`src/rtl/exr_pkg.sv`:
```
package exr_pkg;

    localparam int LINE_W = 10;
    localparam int PIX_W  = 12;
    localparam int POS_W  = LINE_W + PIX_W;
    localparam int CNT_W  = 4;
    localparam int ADDR_W = 4;
    localparam int DATA_W = POS_W;
    localparam int TRG_W  = 5;

    localparam int TRG_STROBE = 0;
    localparam int TRG_SHUT   = 1;
    localparam int TRG_SUB    = 2;
    localparam int TRG_GATE   = 3;
    localparam int TRG_GO     = 4;

    typedef enum logic [ADDR_W-1:0] {
        A_CTRL     = 4'd0,
        A_EXP_N    = 4'd1,
        A_RD_N     = 4'd2,
        A_SUB_MODE = 4'd3,
        A_SUB_LINE = 4'd4,
        A_STRB_ON  = 4'd5,
        A_STRB_OFF = 4'd6,
        A_SHUT_OFF = 4'd7,
        A_SHUT_ON  = 4'd8
    } addr_e;

    typedef enum logic [1:0] {
        PH_IDLE   = 2'd0,
        PH_EXPOSE = 2'd1,
        PH_READ   = 2'd2
    } phase_e;

    typedef struct packed {
        logic [TRG_W-1:0]  ctrl;
        logic [CNT_W-1:0]  exp_n;
        logic [CNT_W-1:0]  rd_n;
        logic              sub_mode;
        logic [LINE_W-1:0] sub_line;
        logic [POS_W-1:0]  strb_on;
        logic [POS_W-1:0]  strb_off;
        logic [POS_W-1:0]  shut_off;
    } cfg_t;

    function automatic logic [CNT_W-1:0] at_least_one(input logic [CNT_W-1:0] n);
        return (n == '0) ? CNT_W'(1) : n;
    endfunction

endpackage

```
`src/rtl/exr_cfg_stage.sv`:
```
module exr_cfg_stage
    import exr_pkg::*;
(
    input  logic              clk,
    input  logic              rst,
    input  logic              sync,
    input  logic              wr_en,
    input  logic [ADDR_W-1:0] wr_addr,
    input  logic [DATA_W-1:0] wr_data,
    output cfg_t              staged,
    output cfg_t              active,
    output logic              reopen_go
);

    logic reopen_pend;

    assign reopen_go = sync & reopen_pend;

    always_ff @(posedge clk) begin
        if (rst) begin
            staged      <= '0;
            active      <= '0;
            reopen_pend <= 1'b0;
        end else begin
            if (sync) begin
                active              <= staged;
                staged.ctrl[TRG_GO] <= 1'b0;
                reopen_pend         <= 1'b0;
            end
            if (wr_en) begin
                case (addr_e'(wr_addr))
                    A_CTRL:     staged.ctrl     <= wr_data[TRG_W-1:0];
                    A_EXP_N:    staged.exp_n    <= wr_data[CNT_W-1:0];
                    A_RD_N:     staged.rd_n     <= wr_data[CNT_W-1:0];
                    A_SUB_MODE: staged.sub_mode <= wr_data[0];
                    A_SUB_LINE: staged.sub_line <= wr_data[LINE_W-1:0];
                    A_STRB_ON:  staged.strb_on  <= wr_data[POS_W-1:0];
                    A_STRB_OFF: staged.strb_off <= wr_data[POS_W-1:0];
                    A_SHUT_OFF: staged.shut_off <= wr_data[POS_W-1:0];
                    A_SHUT_ON:  reopen_pend     <= 1'b1;
                    default:    ;
                endcase
            end
        end
    end

    // Working settings move only on a sync edge
    assert_active_held_R1: assert property (@(posedge clk) disable iff (rst)
        !sync |=> $stable(active));

endmodule

```
`src/rtl/exr_field_seq.sv`:
```
module exr_field_seq
    import exr_pkg::*;
(
    input  logic             clk,
    input  logic             rst,
    input  logic             sync,
    input  logic             go_req,
    input  logic [CNT_W-1:0] exp_n,
    input  logic [CNT_W-1:0] rd_n,
    output phase_e           phase,
    output logic             seq_end
);

    logic [CNT_W-1:0] left;
    logic             last_field;

    assign last_field = (left <= CNT_W'(1));
    assign seq_end    = sync && (phase == PH_READ) && last_field;

    always_ff @(posedge clk) begin
        if (rst) begin
            phase <= PH_IDLE;
            left  <= '0;
        end else if (sync) begin
            case (phase)
                PH_IDLE: if (go_req) begin
                    phase <= PH_EXPOSE;
                    left  <= at_least_one(exp_n);
                end
                PH_EXPOSE: if (!last_field) begin
                    left <= left - CNT_W'(1);
                end else begin
                    phase <= PH_READ;
                    left  <= at_least_one(rd_n);
                end
                PH_READ: if (!last_field) begin
                    left <= left - CNT_W'(1);
                end else begin
                    phase <= PH_IDLE;
                end
                default: phase <= PH_IDLE;
            endcase
        end
    end

    assert_phase_at_sync_R3: assert property (@(posedge clk) disable iff (rst)
        !sync |=> $stable(phase));

    assert_read_follows_R4: assert property (@(posedge clk) disable iff (rst)
        (sync && phase == PH_EXPOSE && last_field) |=> phase == PH_READ);

    assert_idle_holds_R5: assert property (@(posedge clk) disable iff (rst)
        (phase == PH_IDLE && !(sync && go_req)) |=> phase == PH_IDLE);

endmodule

```
`src/rtl/exr_event_out.sv`:
```
module exr_event_out
    import exr_pkg::*;
(
    input  logic              clk,
    input  logic              rst,
    input  phase_e            phase,
    input  cfg_t              cfg,
    input  logic [LINE_W-1:0] line_cnt,
    input  logic [PIX_W-1:0]  pix_cnt,
    input  logic              seq_end,
    input  logic              reopen_go,
    output logic              vsub,
    output logic              strobe,
    output logic              mshut_open
);

    logic [POS_W-1:0] pos;
    logic             in_exp;
    logic             sub_hit;

    assign pos     = {line_cnt, pix_cnt};
    assign in_exp  = (phase == PH_EXPOSE);
    assign sub_hit = cfg.sub_mode ? (line_cnt == '0) : (line_cnt == cfg.sub_line);

    always_ff @(posedge clk) begin
        if (rst) begin
            vsub       <= 1'b0;
            strobe     <= 1'b0;
            mshut_open <= 1'b1;
        end else begin
            if (seq_end)
                vsub <= 1'b0;
            else if (in_exp && cfg.ctrl[TRG_SUB] && sub_hit)
                vsub <= 1'b1;

            if (seq_end)
                strobe <= 1'b0;
            else if (in_exp && cfg.ctrl[TRG_STROBE]) begin
                if (pos == cfg.strb_off)
                    strobe <= 1'b0;
                else if (pos == cfg.strb_on)
                    strobe <= 1'b1;
            end

            if (reopen_go)
                mshut_open <= 1'b1;
            else if (in_exp && cfg.ctrl[TRG_SHUT] && pos == cfg.shut_off)
                mshut_open <= 1'b0;
        end
    end

    assert_vsub_rise_R6: assert property (@(posedge clk) disable iff (rst)
        $rose(vsub) |-> $past(in_exp && cfg.ctrl[TRG_SUB]));

    assert_strobe_rise_R8: assert property (@(posedge clk) disable iff (rst)
        $rose(strobe) |-> $past(in_exp && cfg.ctrl[TRG_STROBE]));

    assert_shut_close_R9: assert property (@(posedge clk) disable iff (rst)
        $fell(mshut_open) |-> $past(in_exp && cfg.ctrl[TRG_SHUT]));

    assert_idle_outputs_R10: assert property (@(posedge clk) disable iff (rst)
        seq_end |=> (!vsub && !strobe));

endmodule

```
`src/rtl/exposure_readout_seq.sv`:
```
module exposure_readout_seq
    import exr_pkg::*;
(
    input  logic              clk,
    input  logic              rst,
    input  logic              vd_fall,
    input  logic [LINE_W-1:0] line_cnt,
    input  logic [PIX_W-1:0]  pix_cnt,
    input  logic              wr_en,
    input  logic [ADDR_W-1:0] wr_addr,
    input  logic [DATA_W-1:0] wr_data,
    output logic              busy,
    output logic              subck_en,
    output logic              vsg_en,
    output logic              vsub,
    output logic              strobe,
    output logic              mshut_open
);

    cfg_t   staged;
    cfg_t   active;
    logic   reopen_go;
    phase_e phase;
    logic   seq_end;

    exr_cfg_stage u_stage (
        .clk       (clk),
        .rst       (rst),
        .sync      (vd_fall),
        .wr_en     (wr_en),
        .wr_addr   (wr_addr),
        .wr_data   (wr_data),
        .staged    (staged),
        .active    (active),
        .reopen_go (reopen_go)
    );

    exr_field_seq u_seq (
        .clk     (clk),
        .rst     (rst),
        .sync    (vd_fall),
        .go_req  (staged.ctrl[TRG_GO]),
        .exp_n   (staged.exp_n),
        .rd_n    (active.rd_n),
        .phase   (phase),
        .seq_end (seq_end)
    );

    exr_event_out u_evt (
        .clk        (clk),
        .rst        (rst),
        .phase      (phase),
        .cfg        (active),
        .line_cnt   (line_cnt),
        .pix_cnt    (pix_cnt),
        .seq_end    (seq_end),
        .reopen_go  (reopen_go),
        .vsub       (vsub),
        .strobe     (strobe),
        .mshut_open (mshut_open)
    );

    assign busy     = (phase != PH_IDLE);
    assign subck_en = (phase == PH_IDLE);
    assign vsg_en   = !((phase == PH_EXPOSE) && active.ctrl[TRG_GATE]);

    assert_busy_rise_sync_R5: assert property (@(posedge clk) disable iff (rst)
        $rose(busy) |-> $past(vd_fall));

    assert_gates_readout_R4: assert property (@(posedge clk) disable iff (rst)
        (phase == PH_READ) |-> (vsg_en && !subck_en));

endmodule

```
`config.mk`:
```
export PLATFORM = sky130hd
export DESIGN_NAME = exposure_readout_seq
export DESIGN_NICKNAME = d
export VERILOG_FILES = /design/src/rtl/exr_pkg.sv /design/src/rtl/exr_cfg_stage.sv /design/src/rtl/exr_field_seq.sv /design/src/rtl/exr_event_out.sv /design/src/rtl/exposure_readout_seq.sv
export SDC_FILE = /design/constraint.sdc
export NUM_CORES = 1
export LEC_CHECK = 0
export CAP_MARGIN = 20
export CORE_ASPECT_RATIO = 1.75
export CORE_MARGIN = 5
export CORE_UTILIZATION = 39
export CTS_CLUSTER_SIZE = 8
export DETAILED_ROUTE_END_ITERATION = 10
export DONT_BUFFER_PORTS = 1
export HOLD_SLACK_MARGIN = 0.06
export PLACE_DENSITY = 0.59
export SYNTH_ARGS = -nofsm -noshare
export SYNTH_HDL_FRONTEND = slang
export SYNTH_SLANG_ARGS = --single-unit
```
`constraint.sdc`:
```
create_clock -name clk -period 1.85 [get_ports clk]
set_input_delay 0.0925 -clock clk [delete_from_list [all_inputs] [get_ports clk]]
set_output_delay 0.0925 -clock clk [all_outputs]
set_load 0.02 [all_outputs]
```
==> reports/results.ini <==
[floorplanning]
start_util = 0.3944
core_area_um2 = 19740
io_pins = 58
fp.dieArea_um2 = 23000
rows = 68
die_y_um = 196.9
die_w_um = 116.8

[cts]
cts.clk_slew.worst_paths_ns = 0.07
htree_levels = 4
clock_latency_ns = 0.44
cts_inserted_buffers = 17
cts_tree = yes
root_buffer = clkbuf_16
cts_max_path_buffers = 2
cts_sinks = 185

[layout]
area_growth_pct = 25.84
diodes = 0
finalInstanceArea_um2 = 9797
drive_gt1_frac = 0.06502
nNetsFinal = 1016

[timing]
layout_min_cycle_time_ns = 1.754
fin_tns_setup_ns = 0
finClkSkew_ns = 0.01326
hold_ws_ns = 0.07394
relSlewSlack = 0.6403
period_share = 0.9480
slew_violations = 0
setup_viol = 0
hold_viol_final = 0
worstMarginPinSlew_ns = 0.5372
fmax_mhz = 570.2

[synthesis]
synth_compound_area_frac = 0.07216
ys_ff_latch = 185
synthTopCellsByArea = dfxtp_1 (48%), mux2i_1 (14%), nand2_1 (7.0%), nor2_1 (5.3%), a21oi_1 (5.0%)
synth_common_cells = dfxtp_1 (185), nand2_1 (145), nor2_1 (109)
synthArstFlopShare = 0
synth_top_area_cell = dfxtp_1
synthCells = 857
synth_edf_count = 0
synthFlopType = dfxtp_1
ys_seq_area_frac = 0.4757
synth-simple-area-share = 0.1761
syn-cell-area_um2 = 7785
yosysMostFrequentCell = dfxtp_1
synth_fp_nets = 916
ys_warn_count = 0
yosysUniqueCellTypes = 44
muxShareOfSynthArea = 0.1350
synth_xor_area_frac = 0.08663
syn_avg_cell_area_um2 = 9.084
yosys.area.top_type_share = 0.4757
synth_top_family_by_area = simple AND/OR/NAND/NOR gates
synth_fa_ha_area_frac = 0.01125

[run_status]
status = completed

[power_and_ir_drop]
p_leak_nw = 4.193
irDropWorstVdd_uv = 614.3
powerDensity_nw_per_um2 = 836.4

[route]
ant_nets = 0
initialDrtViolationCount = 494
dr.pass1.iters = 5
wl_per_cell_um = 20.00
drt-vias-per-instance = 5.263
top_layer = met4
wl_met2_um = 12600
routed_wl_um = 24270
vias = 6389
wl_met1_um = 8932
met3_length_um = 1443
post-route-drc-count = 0

[critical_path]
arrival_ns = 2.12
crit_chain = inv_1 > ha_1 > nor2_4 > nor3_2 > a211o_1 > a311o_1 > a21oi_1
critPathLaunchType = flip-flop
worstPathRequired_ns = 2.22
crit-reg2reg-launch = u_seq.left[1]
criticalPathCategory = flip-flop to flip-flop
cp_slowest_cell = a211o_1
startpoint = u_seq.left[1]
rrSetupSlack_ns = 0.1
rr_endpoint = u_seq.left[1]
reg2reg_depth = 7
max_stage_delay_ns = 0.42
endpoint = u_seq.left[1]
cp_max_fo = 7
crit_path_end_kind = flip-flop

[global_routing]
grt_overflow = 0
grt_start_max_net_pins = 94
grt_pass1_wl_um = 36460
grt_usage = 0.2147
antenna_found_initial = 1
grt_pass1_vias = 6430

[hold_path]
worstHoldStart = line_cnt[6]
hold_path_class = primary input to flip-flop

[placed_design]
postPlaceCellArea_um2 = 7884
finalWeightedCongestion = 0.8485
hpwl_um = 14470
portBuffers = 0

[flow_run]
maxCapViolations = 0

## cell usage in the layout (no fill, tap or decap), types with 2 or more instances in the layout
cell type      instances
o21ai_0                2
a311o_1                3
nor4_1                14
clkbuf_8               4
nand3b_1               6
nor3_1                 5
clkinv_4               3
a21oi_1               77
inv_6                  2
inv_1                  5
mux2i_1              105
dfxtp_2                4
xnor2_1               34
nand4_1                9
buf_4                 15
o211ai_1               2
and3_1                 2
clkbuf_16             17
o21ai_1                2
bufinv_16              2
nor2_1               109
a31oi_1                2
or4_1                  3
nor3b_2                3
a211o_1                2
nand3_1               11
o311ai_1               2
nand2b_1               2
xor2_1                43
clkinv_2               2
buf_16                 2
dfxtp_1              181
ha_1                   6
o31ai_1                2
dlygate4sd3_1        123
nand2_1              145
## layer usage
metal,track usage,vias up
met5,0,-
met4,0.1241,0
met3,0.05315,65
met2,0.3764,183
met1,0.2280,3074
li1,-,3067
## what timing repair did
item | 4_1_cts | 5_1_grt
pin swaps | 1 | 2
endpoints found under the setup margin | 4 | 4
gates resized for setup | 1 | 7
buffers inserted | 0 | 1
hold endpoints to repair | 185 | 0
hold buffers | 125 | 0
## worst min-delay path by stage
stage                               endpoint  slack [ns]  depth (start not counted)
after floorplan           u_stage.staged[10]        0.23                          2
after global placement         u_seq.left[1]        0.19                          1
after detailed placement       u_seq.left[3]        0.18                          1
after CTS                       u_evt.strobe        0.06                          5
after global routing        u_evt.mshut_open        0.08                          4
final                           u_evt.strobe        0.07                          4
## cell families (layout without fill, tap and decap cells)
logic type	after synthesis	after routing
xor+xnor	77	77
compound gates	100	100
buf+inv	65	177
mux	105	105
simple gates	318	318
fa+ha+maj	7	7
flops	185	185
## worst max-delay path, delay by kind of cell (launching register included)
kind,cells,cell delay [ns]
compound gates,3,0.84
fa+ha+maj,1,0.21
buf+inv,1,0.06
simple gates,2,0.23
flops,1,0.35
## power by group
part / switching, W / leakage (nW) / internal, W
clock network: 0.00159 / 0.297 / 0.00214
logic: 0.000213 / 2.40 / 0.000213
registers: 0.0000228 / 1.49 / 0.00402
total: 0.00182 / 4.19 / 0.00637
## stage by stage
stage	util	std cells	total power, W	setup slack (ns)
2_1_floorplan	-	857	0.004457	0.005650
5_1_grt	0.4963	1214	0.008436	-0.0006757
3_3_place_gp	0.3994	1057	0.004374	-0.01349
6_report	0.4963	1214	0.008194	0.09625
3_5_place_dp	0.3994	1057	0.004375	-0.04520
4_1_cts	0.4951	1213	0.008230	0.004221
## layout make-up
| type | instances | area [µm²] |
|---|---|---|
| multi-input combinational | 607 | 3762 |
| clock buffer | 22 | 484.2 |
| tap | 245 | 306.5 |
| inverter | 6 | 22.52 |
| fill | 1873 | 9942 |
| sequential | 185 | 3709 |
| clock inverter | 9 | 113.9 |
| timing repair buffer | 140 | 1399 |
## state kept, by name, summed over array words and instances (netlist names)
| register | count |
|---|---|
| u_seq.phase | 2 |
| u_evt.mshut_open | 1 |
| u_evt.strobe | 1 |
| u_stage.reopen_pend | 1 |
| u_evt.vsub | 1 |
| u_seq.left | 4 |
| u_stage.staged | 90 |
| u_stage.active | 85 |
(Power assumes the default switching activity.)
